## src/rtl/its_pkg.sv

```systemverilog
`timescale 1ns/100ps
package its_pkg;
  typedef enum logic [2:0] {
    ST_IDLE,
    ST_ADDR,
    ST_ADDR_ACK,
    ST_RX,
    ST_RX_ACK,
    ST_TX,
    ST_TX_ACK,
    ST_SKIP
  } bus_state_e;
endpackage

```

## src/rtl/its_sync.sv

```systemverilog
`timescale 1ns/100ps
// Per-bit synchronizer chain; lines idle high, so reset loads ones.
module its_sync #(
  parameter int STAGES = 2,
  parameter int WIDTH  = 2
) (
  input  logic             clk,
  input  logic             rst,
  input  logic [WIDTH-1:0] d,
  output logic [WIDTH-1:0] q
);
  for (genvar i = 0; i < WIDTH; i++) begin : g_bit
    logic [STAGES-1:0] pipe;
    always_ff @(posedge clk) begin
      if (rst) pipe <= '1;
      else     pipe <= {pipe[STAGES-2:0], d[i]};
    end
    assign q[i] = pipe[STAGES-1];
  end
endmodule

```

## src/rtl/its_events.sv

```systemverilog
`timescale 1ns/100ps
// Edge and bus-condition detection on synchronized lines.
module its_events (
  input  logic clk,
  input  logic rst,
  input  logic scl_s,
  input  logic sda_s,
  output logic scl_rise,
  output logic scl_fall,
  output logic bus_start,
  output logic bus_stop
);
  logic scl_d, sda_d;

  always_ff @(posedge clk) begin
    if (rst) begin
      scl_d <= 1'b1;
      sda_d <= 1'b1;
    end else begin
      scl_d <= scl_s;
      sda_d <= sda_s;
    end
  end

  assign scl_rise  = scl_s & ~scl_d;
  assign scl_fall  = ~scl_s & scl_d;
  assign bus_start = scl_s & scl_d & sda_d & ~sda_s;
  assign bus_stop  = scl_s & scl_d & ~sda_d & sda_s;
endmodule

```

## src/rtl/its_release.sv

```systemverilog
`timescale 1ns/100ps
// Release bit and SCL pull-down: a hold only starts while SCL is sampled low.
module its_release (
  input  logic clk,
  input  logic rst,
  input  logic stretch_en,
  input  logic wr,
  input  logic wdata,
  input  logic auto_clr,
  input  logic bus_evt,
  input  logic scl_s,
  output logic rel,
  output logic scl_oe
);
  always_ff @(posedge clk) begin
    if (rst) begin
      rel    <= 1'b1;
      scl_oe <= 1'b0;
    end else begin
      if (bus_evt)                       rel <= 1'b1;
      else if (wr && wdata)              rel <= 1'b1;
      else if (auto_clr)                 rel <= 1'b0;
      else if (wr && !wdata && stretch_en) rel <= 1'b0;
      scl_oe <= !rel && !scl_s;
    end
  end
endmodule

```

## src/rtl/i2c_target_stretch.sv

```systemverilog
`timescale 1ns/100ps
module i2c_target_stretch
  import its_pkg::*;
#(
  parameter int DATA_W      = 8,
  parameter int SYNC_STAGES = 2,
  localparam int ADDR_W     = DATA_W - 1
) (
  input  logic              clk,
  input  logic              rst,
  input  logic              scl_i,
  input  logic              sda_i,
  output logic              scl_oe,
  output logic              sda_oe,
  input  logic [ADDR_W-1:0] own_addr,
  input  logic              stretch_en,
  input  logic              tx_wr,
  input  logic [DATA_W-1:0] tx_data,
  output logic              tx_full,
  input  logic              rx_rd,
  output logic [DATA_W-1:0] rx_data,
  output logic              rx_full,
  output logic              overflow,
  input  logic              rel_wr,
  input  logic              rel_wdata,
  output logic              rel
);
  localparam int CNT_W = $clog2(DATA_W + 1);

  logic [1:0] sync_q;
  logic scl_s, sda_s;
  logic scl_rise, scl_fall, bus_start, bus_stop, bus_evt;
  logic auto_clr, tx_enter, tx_late, byte_done;

  bus_state_e        state;
  logic [CNT_W-1:0]  cnt;
  logic [DATA_W-1:0] shreg;
  logic [DATA_W-1:0] tx_buf;
  logic              rw, mst_ack, tx_loaded;

  its_sync #(.STAGES(SYNC_STAGES), .WIDTH(2)) u_sync (
    .clk(clk), .rst(rst), .d({scl_i, sda_i}), .q(sync_q)
  );
  assign {scl_s, sda_s} = sync_q;

  its_events u_events (
    .clk(clk), .rst(rst), .scl_s(scl_s), .sda_s(sda_s),
    .scl_rise(scl_rise), .scl_fall(scl_fall),
    .bus_start(bus_start), .bus_stop(bus_stop)
  );
  assign bus_evt = bus_start | bus_stop;

  its_release u_release (
    .clk(clk), .rst(rst), .stretch_en(stretch_en),
    .wr(rel_wr), .wdata(rel_wdata), .auto_clr(auto_clr),
    .bus_evt(bus_evt), .scl_s(scl_s), .rel(rel), .scl_oe(scl_oe)
  );

  assign byte_done = (cnt == CNT_W'(DATA_W));
  assign tx_enter  = scl_fall && ((state == ST_ADDR_ACK && rw) ||
                                  (state == ST_TX_ACK && mst_ack));
  assign tx_late   = (state == ST_TX) && !tx_loaded && (cnt == '0) &&
                     tx_full && !scl_s;

  // Ninth falling edge: hold decision from buffer state at that edge.
  always_comb begin
    auto_clr = 1'b0;
    if (scl_fall) begin
      case (state)
        ST_ADDR_ACK: auto_clr = rw ? !tx_full : (stretch_en && rx_full);
        ST_TX_ACK:   auto_clr = mst_ack && !tx_full;
        ST_RX_ACK:   auto_clr = stretch_en && rx_full;
        default:     auto_clr = 1'b0;
      endcase
    end
  end

  always_ff @(posedge clk) begin
    if (rst) begin
      state     <= ST_IDLE;
      cnt       <= '0;
      shreg     <= '1;
      tx_buf    <= '0;
      rx_data   <= '0;
      rw        <= 1'b0;
      mst_ack   <= 1'b0;
      tx_loaded <= 1'b0;
      sda_oe    <= 1'b0;
      tx_full   <= 1'b0;
      rx_full   <= 1'b0;
      overflow  <= 1'b0;
    end else begin
      if (bus_start) begin
        state  <= ST_ADDR;
        cnt    <= '0;
        sda_oe <= 1'b0;
      end else if (bus_stop) begin
        state  <= ST_IDLE;
        cnt    <= '0;
        sda_oe <= 1'b0;
      end else begin
        case (state)
          ST_ADDR: begin
            if (scl_rise) begin
              shreg <= {shreg[DATA_W-2:0], sda_s};
              cnt   <= cnt + 1'b1;
            end else if (scl_fall && byte_done) begin
              cnt <= '0;
              if (shreg[DATA_W-1:1] == own_addr) begin
                rw     <= shreg[0];
                sda_oe <= 1'b1;
                state  <= ST_ADDR_ACK;
              end else begin
                state <= ST_SKIP;
              end
            end
          end
          ST_ADDR_ACK: begin
            if (scl_fall) begin
              sda_oe <= 1'b0;
              state  <= rw ? ST_TX : ST_RX;
            end
          end
          ST_RX: begin
            if (scl_rise) begin
              shreg <= {shreg[DATA_W-2:0], sda_s};
              cnt   <= cnt + 1'b1;
            end else if (scl_fall && byte_done) begin
              cnt   <= '0;
              state <= ST_RX_ACK;
              if (rx_full) begin
                overflow <= 1'b1;
              end else begin
                rx_data <= shreg;
                rx_full <= 1'b1;
                sda_oe  <= 1'b1;
              end
            end
          end
          ST_RX_ACK: begin
            if (scl_fall) begin
              sda_oe <= 1'b0;
              state  <= ST_RX;
            end
          end
          ST_TX: begin
            if (scl_rise) begin
              cnt <= cnt + 1'b1;
            end else if (scl_fall) begin
              if (byte_done) begin
                cnt    <= '0;
                sda_oe <= 1'b0;
                state  <= ST_TX_ACK;
              end else begin
                shreg  <= shreg << 1;
                sda_oe <= !shreg[DATA_W-2];
              end
            end
          end
          ST_TX_ACK: begin
            if (scl_rise)      mst_ack <= !sda_s;
            else if (scl_fall) state   <= mst_ack ? ST_TX : ST_SKIP;
          end
          default: ;
        endcase

        if (tx_enter) begin
          cnt <= '0;
          if (tx_full) begin
            shreg     <= tx_buf;
            tx_full   <= 1'b0;
            sda_oe    <= !tx_buf[DATA_W-1];
            tx_loaded <= 1'b1;
          end else begin
            shreg     <= '1;
            sda_oe    <= 1'b0;
            tx_loaded <= 1'b0;
          end
        end else if (tx_late) begin
          shreg     <= tx_buf;
          tx_full   <= 1'b0;
          sda_oe    <= !tx_buf[DATA_W-1];
          tx_loaded <= 1'b1;
        end
      end

      if (tx_wr) begin
        tx_buf  <= tx_data;
        tx_full <= 1'b1;
      end
      if (rx_rd) begin
        rx_full  <= 1'b0;
        overflow <= 1'b0;
      end
    end
  end
endmodule

```

## config.mk

```make
export PLATFORM = sky130hd
export DESIGN_NAME = i2c_target_stretch
export DESIGN_NICKNAME = d
export VERILOG_FILES = /design/src/rtl/its_pkg.sv /design/src/rtl/its_sync.sv /design/src/rtl/its_events.sv /design/src/rtl/its_release.sv /design/src/rtl/i2c_target_stretch.sv
export SDC_FILE = /design/constraint.sdc
export NUM_CORES = 1
export LEC_CHECK = 0
export ABC_AREA = 1
export BUFFER_PORTS_ARGS = -buffer_cell sky130_fd_sc_hd__clkbuf_2
export CAP_MARGIN = 20
export CORE_ASPECT_RATIO = 0.5
export CORE_MARGIN = 1.5
export CORE_UTILIZATION = 37
export CTS_CLUSTER_DIAMETER = 60
export DETAILED_ROUTE_END_ITERATION = 7
export PLACE_DENSITY = 0.54
export SYNTH_ARGS = -nofsm -noshare
export SYNTH_HDL_FRONTEND = slang
export SYNTH_HIERARCHICAL = 1
export SYNTH_SLANG_ARGS = --single-unit
export TNS_END_PERCENT = 10
```

## constraint.sdc

```tcl
create_clock -name clk -period 2.3 [get_ports clk]
set_input_delay 0.345 -clock clk [delete_from_list [all_inputs] [get_ports clk]]
set_output_delay 0.345 -clock clk [all_outputs]
set_load 0.01 [all_outputs]
```

==> impl_metrics.csv, run 1 <==
group,metric,value,unit
global_route,initial_antenna_violation_count,0,
drt,total_routed_length,6400,um
floorplanning,std_cell_core_area,6650,um^2
run,max_cap_viols,0,
clocking,cts-htree-levels,2,
drt,num_vias,2394,
sta,setup-tns-final,0,ns
critical_path,worst_path_dominant_cell_family,"simple AND/OR/NAND/NOR gates",
synth,yosys.area_share.xor_xnor,1.73,%
sta,postLayoutSetupSlackWorst,0.258,ns
drt,drtIter0Drc,185,
placement,pre_cts_slack,0.158,ns
clocking,tritoncts,"done",
outcome,run_status,"finished, final reports clean",
pwr,max-vdd-ir-drop,0.000440,V
global_route,grt_usage,17.9,%
clocking,ctsLongestPathBuffers,2,
synth,mappedNetlistNets,402,
sta,timing.clock.skew,0.00506,ns
synth,syn-mean-instance-area,6.72,um^2
layout,layout-area-overhead-vs-synth,17.5,%
sta,normalized_max_slew_margin,75.1,%
sta,max_freq,490,MHz
sta,final_hold_viol_count,0,
synth,synth-seq-cells,46,
critical_path,critical_path_cell_count,11,
critical_path,crit_path_end_kind,"register",
layout,antennaDiodeCount,0,
floorplanning,die-width,120,um
clocking,hold_buffers,0,
drt,drt_via_density,4.70,
global_route,wire_length_of_the_first_global_routing_pass,10000,um
layout,final_layout_size_suffix_gt1_share,19.4,%
clocking,worst_skew_late_latency,0.29,ns
synth,post_synth_num_cell_types,34,
clocking,clk_sink_count,46,
floorplanning,io-pin-count,38,
synth,synthTopCellsByArea,"sky130_fd_sc_hd__dfxtp_1 36%, sky130_fd_sc_hd__nand2_1 11%, sky130_fd_sc_hd__nor2_1 8.2%",
critical_path,crit_chain,"inv_1 -> nand2_1 -> nor2_1 -> inv_1 -> nand2_4 -> clkinvlp_4 -> nand3_2 -> nor3_2 -> nand2_2 -> o21ai_0 -> a21oi_1",
synth,synthesis.yosys.warnings,6,
global_route,grt_max_degree,27,
pwr,power.leakage,1.41,nW
critical_path,critical_path_required,2.47,ns
clocking,cts_buf_count,5,
layout,layoutNonFillerInstCount,509,
synth,synth_edf_count,0,
sta,worst-slew-pin-transition,0.370,ns
synth,compound_gate_portion_of_the_synthesized_area,15.1,%
drt,ant_nets,0,
critical_path,crit_slowest_cell,"sky130_fd_sc_hd__dfxtp_1",
synth,netlist.top_cell.by_area,"sky130_fd_sc_hd__dfxtp_1",
layout,layout.nets,442,
sta,setup_viol_count_final,0,
floorplanning,rows,21,
sta,min_period,2.04,ns
min_path,whs_path_depth,3,
placement,detailedPlacementHpwl,4880,um
synth,synth_seq_area_share,36.5,%
critical_path,worst_r2r_path_depth,11,
critical_path,critical_path_buf_inv_count,3,
critical_path,timing_worst_setup_path_type,"register to register",
drt,drc,0,
drt,firstDrtPassIters,4,
critical_path,critPathMaxFanout,16,
critical_path,worst_ep_arrival_time,2.21,ns
synth,proportion_of_synthesized_area_in_mux_cells,0,%
clocking,worst_setup_hold_path_clk_slew,0.07,ns
sta,maxSlewViolCount,0,
layout,final_util,44.6,%
floorplanning,die_y,61.4,um
pwr,post-layout-total-power,2.37,mW
synth,synth_common_cells,"72 x sky130_fd_sc_hd__nand2_1, 55 x sky130_fd_sc_hd__nor2_1, 46 x sky130_fd_sc_hd__dfxtp_1",
sta,rsz0062_at_grt,"no",
clocking,clock_tree.root_cell,"sky130_fd_sc_hd__clkbuf_16",
synth,dominantRegCellSynth,"sky130_fd_sc_hd__dfxtp_1",
synth,synthesis.instances,376,
placement,placed_cells_incl_taps,501,
synth,synthArstFlopShare,0,%
min_path,min-delay-path-class,"primary input to register",
synth,synth_largest_type_area_fraction,36.5,%
critical_path,cp-start-kind,"register",
critical_path,timing.critical_path.slowest_cell_delay,0.41,ns
synth,netlist_area_pre_place,2520,um^2
pwr,power_per_cell_area,798,nW/um^2
synth,dominant_combinational_cell_family_by_area_after_synthesis,"simple AND/OR/NAND/NOR gates",
critical_path,cp_common_cell,"sky130_fd_sc_hd__inv_1",
global_route,first_global_vias,2052,
drt,routed_wire_per_std_cell,12.6,um
global_route,overflow,0,
placement,finalWeightedCongestion,0.914,
synth,yosys.area_share.adder,0.991,%
sta,fin_crit_sh,88.8,%
floorplanning,initial_core_util,38.0,%
synth,simple_gate_portion_of_the_synthesized_area,35.2,%
clocking,cts_setup_buffers,0,
placement,io_buffers,37,
floorplanning,die_area,7360,um^2
synth,synthMostInstantiatedCell,"sky130_fd_sc_hd__nand2_1",
## worst paths after layout
check / startpoint / end / slack, ns
max: u_sync/g_bit[0].pipe[1] / rx_data[2] / 0.26
min reg2reg: u_sync/g_bit[0].pipe[0] / u_sync/g_bit[0].pipe[1] / 0.41
min: sda_i / u_sync/g_bit[0].pipe[0] / 0.23
max reg2reg: u_sync/g_bit[0].pipe[1] / rx_data[2] / 0.26
## metrics by stage
step | hold WS [ns] | cell area, um^2
5_1_grt | 0.234 | 2970
4_1_cts | 0.225 | 2960
3_5_place_dp | 0.397 | 2790
3_3_place_gp | 0.392 | 2790
2_1_floorplan | 0.387 | 2520
6_report | 0.228 | 2970
## layer usage
| layer | vias to the layer above | GRT usage, % | routed length, um |
|---|---|---|---|
| met5 | - | 0 | 0 |
| met4 | 0 | 2.72 | 42 |
| met1 | 1069 | 24.6 | 3320 |
| li1 | 1288 | - | - |
| met3 | 4 | 4.72 | 233 |
| met2 | 33 | 29.2 | 2810 |
## cell type report
type / instances / area [um^2]
Fill cell: 709 / 3680
Clock inverter: 3 / 43.8
Sequential cell: 46 / 921
Inverter: 53 / 206
Timing Repair Buffer: 41 / 215
Tap cell: 92 / 115
Clock buffer: 5 / 125
Multi-Input combinational cell: 269 / 1340
## worst register-to-register path, stage by stage, from the launching register on
cell                         delay [ns]
sky130_fd_sc_hd__dfxtp_1           0.41
sky130_fd_sc_hd__inv_1             0.08
sky130_fd_sc_hd__nand2_1           0.06
sky130_fd_sc_hd__nor2_1            0.07
sky130_fd_sc_hd__inv_1             0.12
sky130_fd_sc_hd__nand2_4           0.09
sky130_fd_sc_hd__clkinvlp_4        0.17
sky130_fd_sc_hd__nand3_2           0.12
sky130_fd_sc_hd__nor3_2            0.25
sky130_fd_sc_hd__nand2_2           0.25
sky130_fd_sc_hd__o21ai_0           0.23
sky130_fd_sc_hd__a21oi_1           0.07
## registers in the layout (all words and copies together) (netlist names)
name               cells
cnt                    4
mst_ack                1
overflow               1
rw                     1
rx_data                8
rx_full                1
sda_oe                 1
shreg                  8
state                  3
tx_buf                 8
tx_full                1
tx_loaded              1
u_events/scl_d         1
u_events/sda_d         1
u_release/rel          1
u_release/scl_oe       1
u_sync/g_bit.pipe      4
## cell families after synthesis
family | after synthesis
AO/OA/AOI/OAI | 70
XOR/XNOR | 5
adder cells (fa/ha/maj) | 2
buffers and inverters | 61
flip-flops | 46
AND/OR/NAND/NOR | 192
## report_power, final
part | internal, mW | switching [mW] | total [mW]
Clock | 0.515 | 0.331 | 0.846
Combinational | 0.217 | 0.375 | 0.592
Sequential | 0.855 | 0.0753 | 0.930
## cells in the final DEF (no fill, tap or decap)
cell type                    instances
sky130_fd_sc_hd__o211ai_1            1
sky130_fd_sc_hd__clkinv_1            3
sky130_fd_sc_hd__nand3_1            28
sky130_fd_sc_hd__nand2_4             6
sky130_fd_sc_hd__buf_4               4
sky130_fd_sc_hd__or2_2               2
sky130_fd_sc_hd__nor3_1             10
sky130_fd_sc_hd__xnor2_1             3
sky130_fd_sc_hd__a21oi_2             1
sky130_fd_sc_hd__nor2_4              2
sky130_fd_sc_hd__clkinv_2            2
sky130_fd_sc_hd__nand3_2             2
sky130_fd_sc_hd__inv_6               1
sky130_fd_sc_hd__ha_1                2
sky130_fd_sc_hd__a21oi_1            20
sky130_fd_sc_hd__nor2_1             55
sky130_fd_sc_hd__clkbuf_16           5
sky130_fd_sc_hd__a211oi_1            1
sky130_fd_sc_hd__nand4_1             2
sky130_fd_sc_hd__o21ai_1             4
sky130_fd_sc_hd__inv_4               1
sky130_fd_sc_hd__nor3b_1             2
sky130_fd_sc_hd__bufinv_16           1
sky130_fd_sc_hd__nor2_2              2
sky130_fd_sc_hd__nor3_2              1
sky130_fd_sc_hd__o21bai_1            8
sky130_fd_sc_hd__inv_1              42
sky130_fd_sc_hd__nand2_2             8
sky130_fd_sc_hd__nand2_1            72
sky130_fd_sc_hd__dfxtp_1            46
sky130_fd_sc_hd__xor2_1              2
sky130_fd_sc_hd__o21ai_0            33
sky130_fd_sc_hd__clkbuf_2           37
sky130_fd_sc_hd__a31oi_1             2
sky130_fd_sc_hd__clkinvlp_4          1
sky130_fd_sc_hd__inv_2               5
## timing repair
action	in CTS	in global routing
gates resized for setup	0	1
endpoints found under the setup margin	0	2
hold endpoints to repair	0	0
Note: power is estimated with default switching activity, not from simulation.
==> inputs of run 2 (changes only) <==
- CORE_ASPECT_RATIO: 0.5 -> unset
- CORE_UTILIZATION: 37 -> 41
- PLACE_DENSITY: 0.54 -> 0.59
==> run 2 against run 1 <==
Non-clock buffer count did not move; routed wire length fell by 5.1%; clock skew up 0.0026 ns; via count increased by 1.8%; utilization grew 4.1 points; sequential share of layout area rose by 0.90 points; global-route usage up 2.0 points; count of clock-buffer cells in the layout rose by 2; setup slack got worse by 0.040 ns; first-iteration DRC count is 49% lower; highest routed layer unchanged.
==> impl_metrics.csv, run 2 (synthesis results as in run 1) <==
group,metric,value,unit
clocking,clock_tree.root_cell,"sky130_fd_sc_hd__clkbuf_8",
critical_path,timing_worst_setup_path_type,"register to register",
critical_path,worst_ep_arrival_time,2.27,ns
critical_path,worst_r2r_path_depth,11,
pwr,power_per_cell_area,721,nW/um^2
layout,layoutNonFillerInstCount,492,
floorplanning,die_area,6640,um^2
sta,setup_viol_count_final,0,
drt,drt_via_density,4.96,
layout,layout.cells.most_common,"sky130_fd_sc_hd__nand2_1",
critical_path,crit_path_end_kind,"register",
critical_path,worst_case_register_to_register_setup_slack,0.22,ns
critical_path,timing.rr.start,"u_sync/g_bit[0].pipe[1]",
clocking,ctsLongestPathBuffers,2,
clocking,clk_sink_count,46,
global_route,grt_max_degree,26,
sta,rsz0062_at_grt,"no",
outcome,run_status,"finished, final reports clean",
global_route,grt_usage,19.9,%
floorplanning,rows,28,
placement,placed_cells_incl_taps,484,
placement,finalWeightedCongestion,0.900,
pwr,post-layout-total-power,2.08,mW
layout,antennaDiodeCount,0,
placement,detailedPlacementHpwl,4620,um
clocking,hold_buffers,0,
placement,io_buffers,37,
sta,postLayoutSetupSlackWorst,0.218,ns
global_route,busiest_layer,"met2",
critical_path,cp-start-kind,"register",
sta,setup-tns-final,0,ns
pwr,power.leakage,1.39,nW
global_route,overflow,0,
run,max_cap_viols,0,
global_route,global_route.usage.met1,27.8,%
min_path,min-delay-path-class,"primary input to register",
sta,maxSlewViolCount,0,
drt,drc,0,
layout,register_area,921,um^2
clocking,tritoncts,"done",
drt,num_vias,2438,
clocking,worst_skew_late_latency,0.30,ns
global_route,first_global_vias,2169,
sta,final_hold_viol_count,0,
floorplanning,die-width,81.5,um
drt,firstDrtPassIters,4,
min_path,hold_start,"scl_i",
clocking,worst_setup_hold_path_clk_slew,0.09,ns
layout,layout.cells.most_common_list,"72 x sky130_fd_sc_hd__nand2_1, 55 x sky130_fd_sc_hd__nor2_1, 46 x sky130_fd_sc_hd__dfxtp_1",
sta,timing.clock.skew,0.00768,ns
sta,fin_crit_sh,90.5,%
critical_path,rr_endpoint,"rx_data[1]",
global_route,initial_antenna_violation_count,0,
global_route,grt_util_met3,4.33,%
clocking,cts-htree-levels,2,
floorplanning,die_y,81.5,um
clocking,cts_resized,0,
sta,worst-slew-pin-transition,0.414,ns
global_route,grt_use_met2,30.6,%
layout,layout-area-overhead-vs-synth,14.2,%
clocking,cts_buf_count,5,
sta,normalized_max_slew_margin,72.1,%
min_path,timing.hold.worst_endpoint,"u_sync/g_bit[1].pipe[0]",
layout,multiInputGateArea,1350,um^2
min_path,whs_path_depth,3,
critical_path,critPathMaxFanout,16,
pwr,max-vdd-ir-drop,0.000311,V
sta,min_period,2.08,ns
layout,number_of_inserted_filler_cells_in_the_final_layout,625,
drt,routed_wire_per_std_cell,12.3,um
critical_path,critical_path_required,2.49,ns
floorplanning,std_cell_core_area,5920,um^2
layout,top_regs,"rx_data (8), shreg (8), tx_buf (8)",
placement,pre_cts_slack,0.187,ns
floorplanning,initial_core_util,42.6,%
drt,drtIter0Drc,95,
global_route,wire_length_of_the_first_global_routing_pass,10100,um
layout,layout.nets,442,
drt,total_routed_length,6080,um
layout,final_layout_size_suffix_gt1_share,19.2,%
floorplanning,io-pin-count,38,
sta,max_freq,480,MHz
drt,ant_nets,0,
clocking,cts_setup_buffers,0,
==> run 2: critical path, stage by stage, from the launching register on <==
cell,delay [ns]
sky130_fd_sc_hd__dfxtp_1,0.39
sky130_fd_sc_hd__inv_1,0.07
sky130_fd_sc_hd__nand2_1,0.06
sky130_fd_sc_hd__nor2_1,0.07
sky130_fd_sc_hd__inv_1,0.11
sky130_fd_sc_hd__nand2_4,0.09
sky130_fd_sc_hd__inv_1,0.23
sky130_fd_sc_hd__nand3_2,0.15
sky130_fd_sc_hd__nor3_2,0.30
sky130_fd_sc_hd__nand2_4,0.19
sky130_fd_sc_hd__o21ai_0,0.23
sky130_fd_sc_hd__a21oi_1,0.06
==> run 2: routing by layer <==
layer  up-vias  routed length, um
li1       1282                  -
met1      1077               3040
met2        65               2620
met3        14                302
met4         0                107
met5         -                  0
==> run 2: how the worst max path moves through the flow <==
stage                                       start         end  slack, ns  depth (start not counted)
after floorplan           u_sync/g_bit[1].pipe[1]  rx_data[0]       0.53                         10
after global placement    u_sync/g_bit[0].pipe[1]  rx_data[6]       0.23                         11
after detailed placement  u_sync/g_bit[0].pipe[1]  rx_data[6]       0.19                         11
after CTS                 u_sync/g_bit[0].pipe[1]  rx_data[6]       0.17                         11
after global routing      u_sync/g_bit[0].pipe[1]  rx_data[5]       0.05                         11
final                     u_sync/g_bit[0].pipe[1]  rx_data[1]       0.22                         11
==> run 2: area by class of cell <==
class                      count  share of cell area [%]
multi-input combinational    269                    46.7
sequential                    46                    31.9
timing repair buffer          41                    7.47
inverter                      53                    7.03
clock buffer                   7                    3.34
tap                           75                    3.26
clock inverter                 1                   0.304
==> run 2: metrics by stage <==
stage	utilization, %	instance area (um^2)	hold WS (ns)
final	48.7	2880	0.219
after global routing	48.7	2880	0.215
after CTS	48.6	2880	0.217
after detailed placement	46.8	2770	0.406
after global placement	46.8	2770	0.392
after floorplan	-	2520	0.387
==> run 2: power by group <==
part           total [mW]  switching (mW)  internal [mW]  leakage, nW
Clock               0.568           0.292          0.276       0.0544
Combinational       0.579           0.362          0.217        0.955
Sequential          0.930          0.0759          0.854        0.376
Total                2.08           0.730           1.35         1.39
==> inputs of run 3 (changes only) <==
- ABC_AREA: 1 -> unset
==> run 3 against run 2 <==
Synthesized cell count is 30% lower; cell count is 23% lower; clock skew is 0.0018 ns lower; first-iteration DRC count is 46% higher; area after synthesis is 7.3% lower; critical endpoint is now shreg[1]; largest cell class unchanged; die area is 7.1% lower; setup slack worse by 0.050 ns; global-route usage is 0.45 points lower; register-to-register slack worse by 0.05 ns; combinational power is 79% lower; largest power group unchanged; cell area is 4.9% lower; non-clock buffer count is 12 higher.
==> impl_metrics.csv, run 3 <==
group,metric,value,unit
drt,drc,0,
clocking,clock_tree.root_cell,"sky130_fd_sc_hd__clkbuf_8",
synth,synth_edf_count,0,
run,max_cap_viols,0,
layout,antennaDiodeCount,0,
synth,synth_seq_area_share,39.4,%
drt,firstDrtPassIters,4,
sta,final_hold_viol_count,0,
drt,total_routed_length,5640,um
pwr,post-layout-total-power,1.46,mW
critical_path,worst_r2r_path_depth,5,
floorplanning,std_cell_core_area,5510,um^2
layout,number_of_inserted_filler_cells_in_the_final_layout,537,
global_route,global_route.usage.met1,28.5,%
critical_path,timing_worst_setup_path_type,"register to register",
drt,drt_via_density,5.34,
placement,io_buffers,37,
min_path,hold_start,"rx_rd",
critical_path,timing.rr.start,"state[2]",
synth,synthArstFlopShare,0,%
critical_path,crit_chain,"mux2_2 -> and3_1 -> a211oi_2 -> a2111oi_0 -> a211o_1",
sta,max_freq,469,MHz
sta,maxSlewViolCount,0,
layout,layout.cells.most_common,"sky130_fd_sc_hd__dfxtp_1",
sta,hold_ws,0.211,ns
critical_path,critPathMaxFanout,9,
global_route,first_global_vias,1864,
floorplanning,initial_core_util,42.5,%
synth,synthesis.instances,265,
critical_path,worst_case_register_to_register_setup_slack,0.17,ns
sta,postLayoutSetupSlackWorst,0.168,ns
synth,netlist.top_cell.by_area,"sky130_fd_sc_hd__dfxtp_1",
min_path,timing.hold.worst_endpoint,"rx_full",
layout,layout.nets,334,
critical_path,crit_slowest_cell,"sky130_fd_sc_hd__a211oi_2",
sta,worst-slew-pin-transition,0.623,ns
sta,timing.clock.skew,0.00584,ns
sta,fin_crit_sh,92.7,%
drt,num_vias,2034,
critical_path,cp-start-kind,"register",
floorplanning,die_y,78.5,um
floorplanning,rows,27,
synth,dominantRegCellSynth,"sky130_fd_sc_hd__dfxtp_1",
synth,synth_largest_type_area_fraction,39.4,%
layout,layout.cells.most_common_list,"46 x sky130_fd_sc_hd__dfxtp_1, 40 x sky130_fd_sc_hd__nor2_1, 37 x sky130_fd_sc_hd__clkbuf_2",
placement,placed_cells_incl_taps,373,
clocking,worst_setup_hold_path_clk_slew,0.09,ns
layout,layoutNonFillerInstCount,381,
synth,synthesis.yosys.warnings,6,
min_path,whs_path_depth,2,
pwr,max-vdd-ir-drop,0.000362,V
critical_path,critical_path_required,2.50,ns
global_route,busiest_layer,"met1",
critical_path,crit_path_end_kind,"register",
layout,top_regs,"rx_data (8), shreg (8), tx_buf (8)",
sta,min_period,2.13,ns
global_route,grt_usage,19.4,%
sta,setup_viol_count_final,0,
floorplanning,die-width,78.5,um
critical_path,critical_path_buf_inv_count,0,
synth,synthTopCellsByArea,"sky130_fd_sc_hd__dfxtp_1 39%, sky130_fd_sc_hd__mux2i_1 7.7%, sky130_fd_sc_hd__nor2_1 6.4%",
clocking,ctsLongestPathBuffers,2,
layout,final_util,49.8,%
layout,layout-area-overhead-vs-synth,17.2,%
global_route,grt_max_degree,39,
critical_path,worst_path_dominant_cell_family,"compound AO/OA/AOI/OAI gates",
placement,detailedPlacementHpwl,4160,um
floorplanning,io-pin-count,38,
synth,synthMostInstantiatedCell,"sky130_fd_sc_hd__dfxtp_1",
global_route,wire_length_of_the_first_global_routing_pass,9450,um
outcome,run_status,"finished, final reports clean",
global_route,initial_antenna_violation_count,0,
synth,post_synth_num_cell_types,58,
layout,final_layout_size_suffix_gt1_share,23.6,%
clocking,clk_sink_count,46,
global_route,grt_use_met2,27.9,%
critical_path,timing.critical_path.slowest_cell_delay,0.51,ns
pwr,power.leakage,1.08,nW
floorplanning,die_area,6170,um^2
placement,pre_cts_slack,0.149,ns
pwr,power_per_cell_area,531,nW/um^2
clocking,tritoncts,"done",
placement,finalWeightedCongestion,0.902,
drt,routed_wire_per_std_cell,14.8,um
clocking,worst_skew_late_latency,0.30,ns
synth,mappedNetlistNets,291,
sta,normalized_max_slew_margin,58.4,%
global_route,grt_util_met3,4.42,%
synth,syn-mean-instance-area,8.83,um^2
clocking,cts_buf_count,5,
critical_path,rr_endpoint,"shreg[1]",
synth,synth-seq-cells,46,
drt,ant_nets,0,
critical_path,worst_ep_arrival_time,2.33,ns
clocking,cts-htree-levels,2,
synth,netlist_area_pre_place,2340,um^2
clocking,hold_buffers,0,
synth,synth_common_cells,"46 x sky130_fd_sc_hd__dfxtp_1, 40 x sky130_fd_sc_hd__nor2_1, 18 x sky130_fd_sc_hd__mux2i_1",
min_path,min-delay-path-class,"primary input to register",
drt,drtIter0Drc,139,
global_route,overflow,0,
==> run 3: changes by cell type after synthesis, sizes merged, moves of 13 or more <==
cell   change
nand2     -78
inv       -40
o21ai     -29
nand3     -21
mux2i     +18
nor2      -18
a21oi     -13
==> run 3: power by group <==
group	internal (mW)	leakage, nW	switching, mW
Sequential	0.813	0.374	0.0155
Clock	0.214	0.0483	0.290
Combinational	0.0560	0.656	0.0668
==> run 3: cell type report <==
| type | count | area, um^2 | share of cell area, % |
|---|---|---|---|
| clock inverter | 3 | 18.8 | 0.685 |
| inverter | 9 | 33.8 | 1.23 |
| tap | 72 | 90.1 | 3.29 |
| multi-input combinational | 193 | 1300 | 47.6 |
| sequential | 46 | 921 | 33.6 |
| clock buffer | 5 | 68.8 | 2.51 |
| timing repair buffer | 53 | 305 | 11.1 |
==> run 3: logic make-up (layout without fill, tap and decap cells) <==
kind of cell | after synthesis | after routing | share of synthesized area (%)
buf+inv | 26 | 70 | 5.03
flops | 46 | 46 | 39.4
fa+ha+maj | 2 | 2 | 1.07
xor+xnor | 8 | 8 | 2.99
mux | 19 | 19 | 8.18
compound gates | 55 | 55 | 17.9
simple gates | 109 | 109 | 25.5
==> run 3: per-layer routing <==
layer	vias to the layer above	share of wire, %	wire length [um]
met1	934	50	2830
li1	1051	-	-
met5	-	0	0
met4	0	1.9	106
met3	9	4.3	241
met2	40	44	2470
==> run 3: worst register-to-register path: cells and delay by family, from the launching register on <==
kind	cells	cell delay [ns]
AO/OA/AOI/OAI	3	0.96
AND/OR/NAND/NOR	1	0.20
flip-flops	1	0.46
multiplexers	1	0.42
==> run 3: what timing repair did <==
item,4_1_cts,5_1_grt
gates resized for setup,0,2
setup buffers,0,0
setup endpoints to repair,0,1
==> run 3: worst max-delay path by stage <==
stage,startpoint,endpoint,cells after the start
after floorplan,u_sync/g_bit[1].pipe[1],rx_data[1],8
after global placement,cnt[0],shreg[7],7
after detailed placement,cnt[0],shreg[7],7
after CTS,cnt[0],shreg[7],7
after global routing,cnt[0],shreg[7],7
final,state[2],shreg[1],5
==> run 3: metrics by stage <==
| step | cell area (um^2) | setup TNS, ns |
|---|---|---|
| 5_1_grt | 2740 | -0.00462 |
| 4_1_cts | 2740 | 0 |
| 3_3_place_gp | 2650 | 0 |
| 6_report | 2740 | 0 |
| 3_5_place_dp | 2650 | 0 |
| 2_1_floorplan | 2340 | 0 |
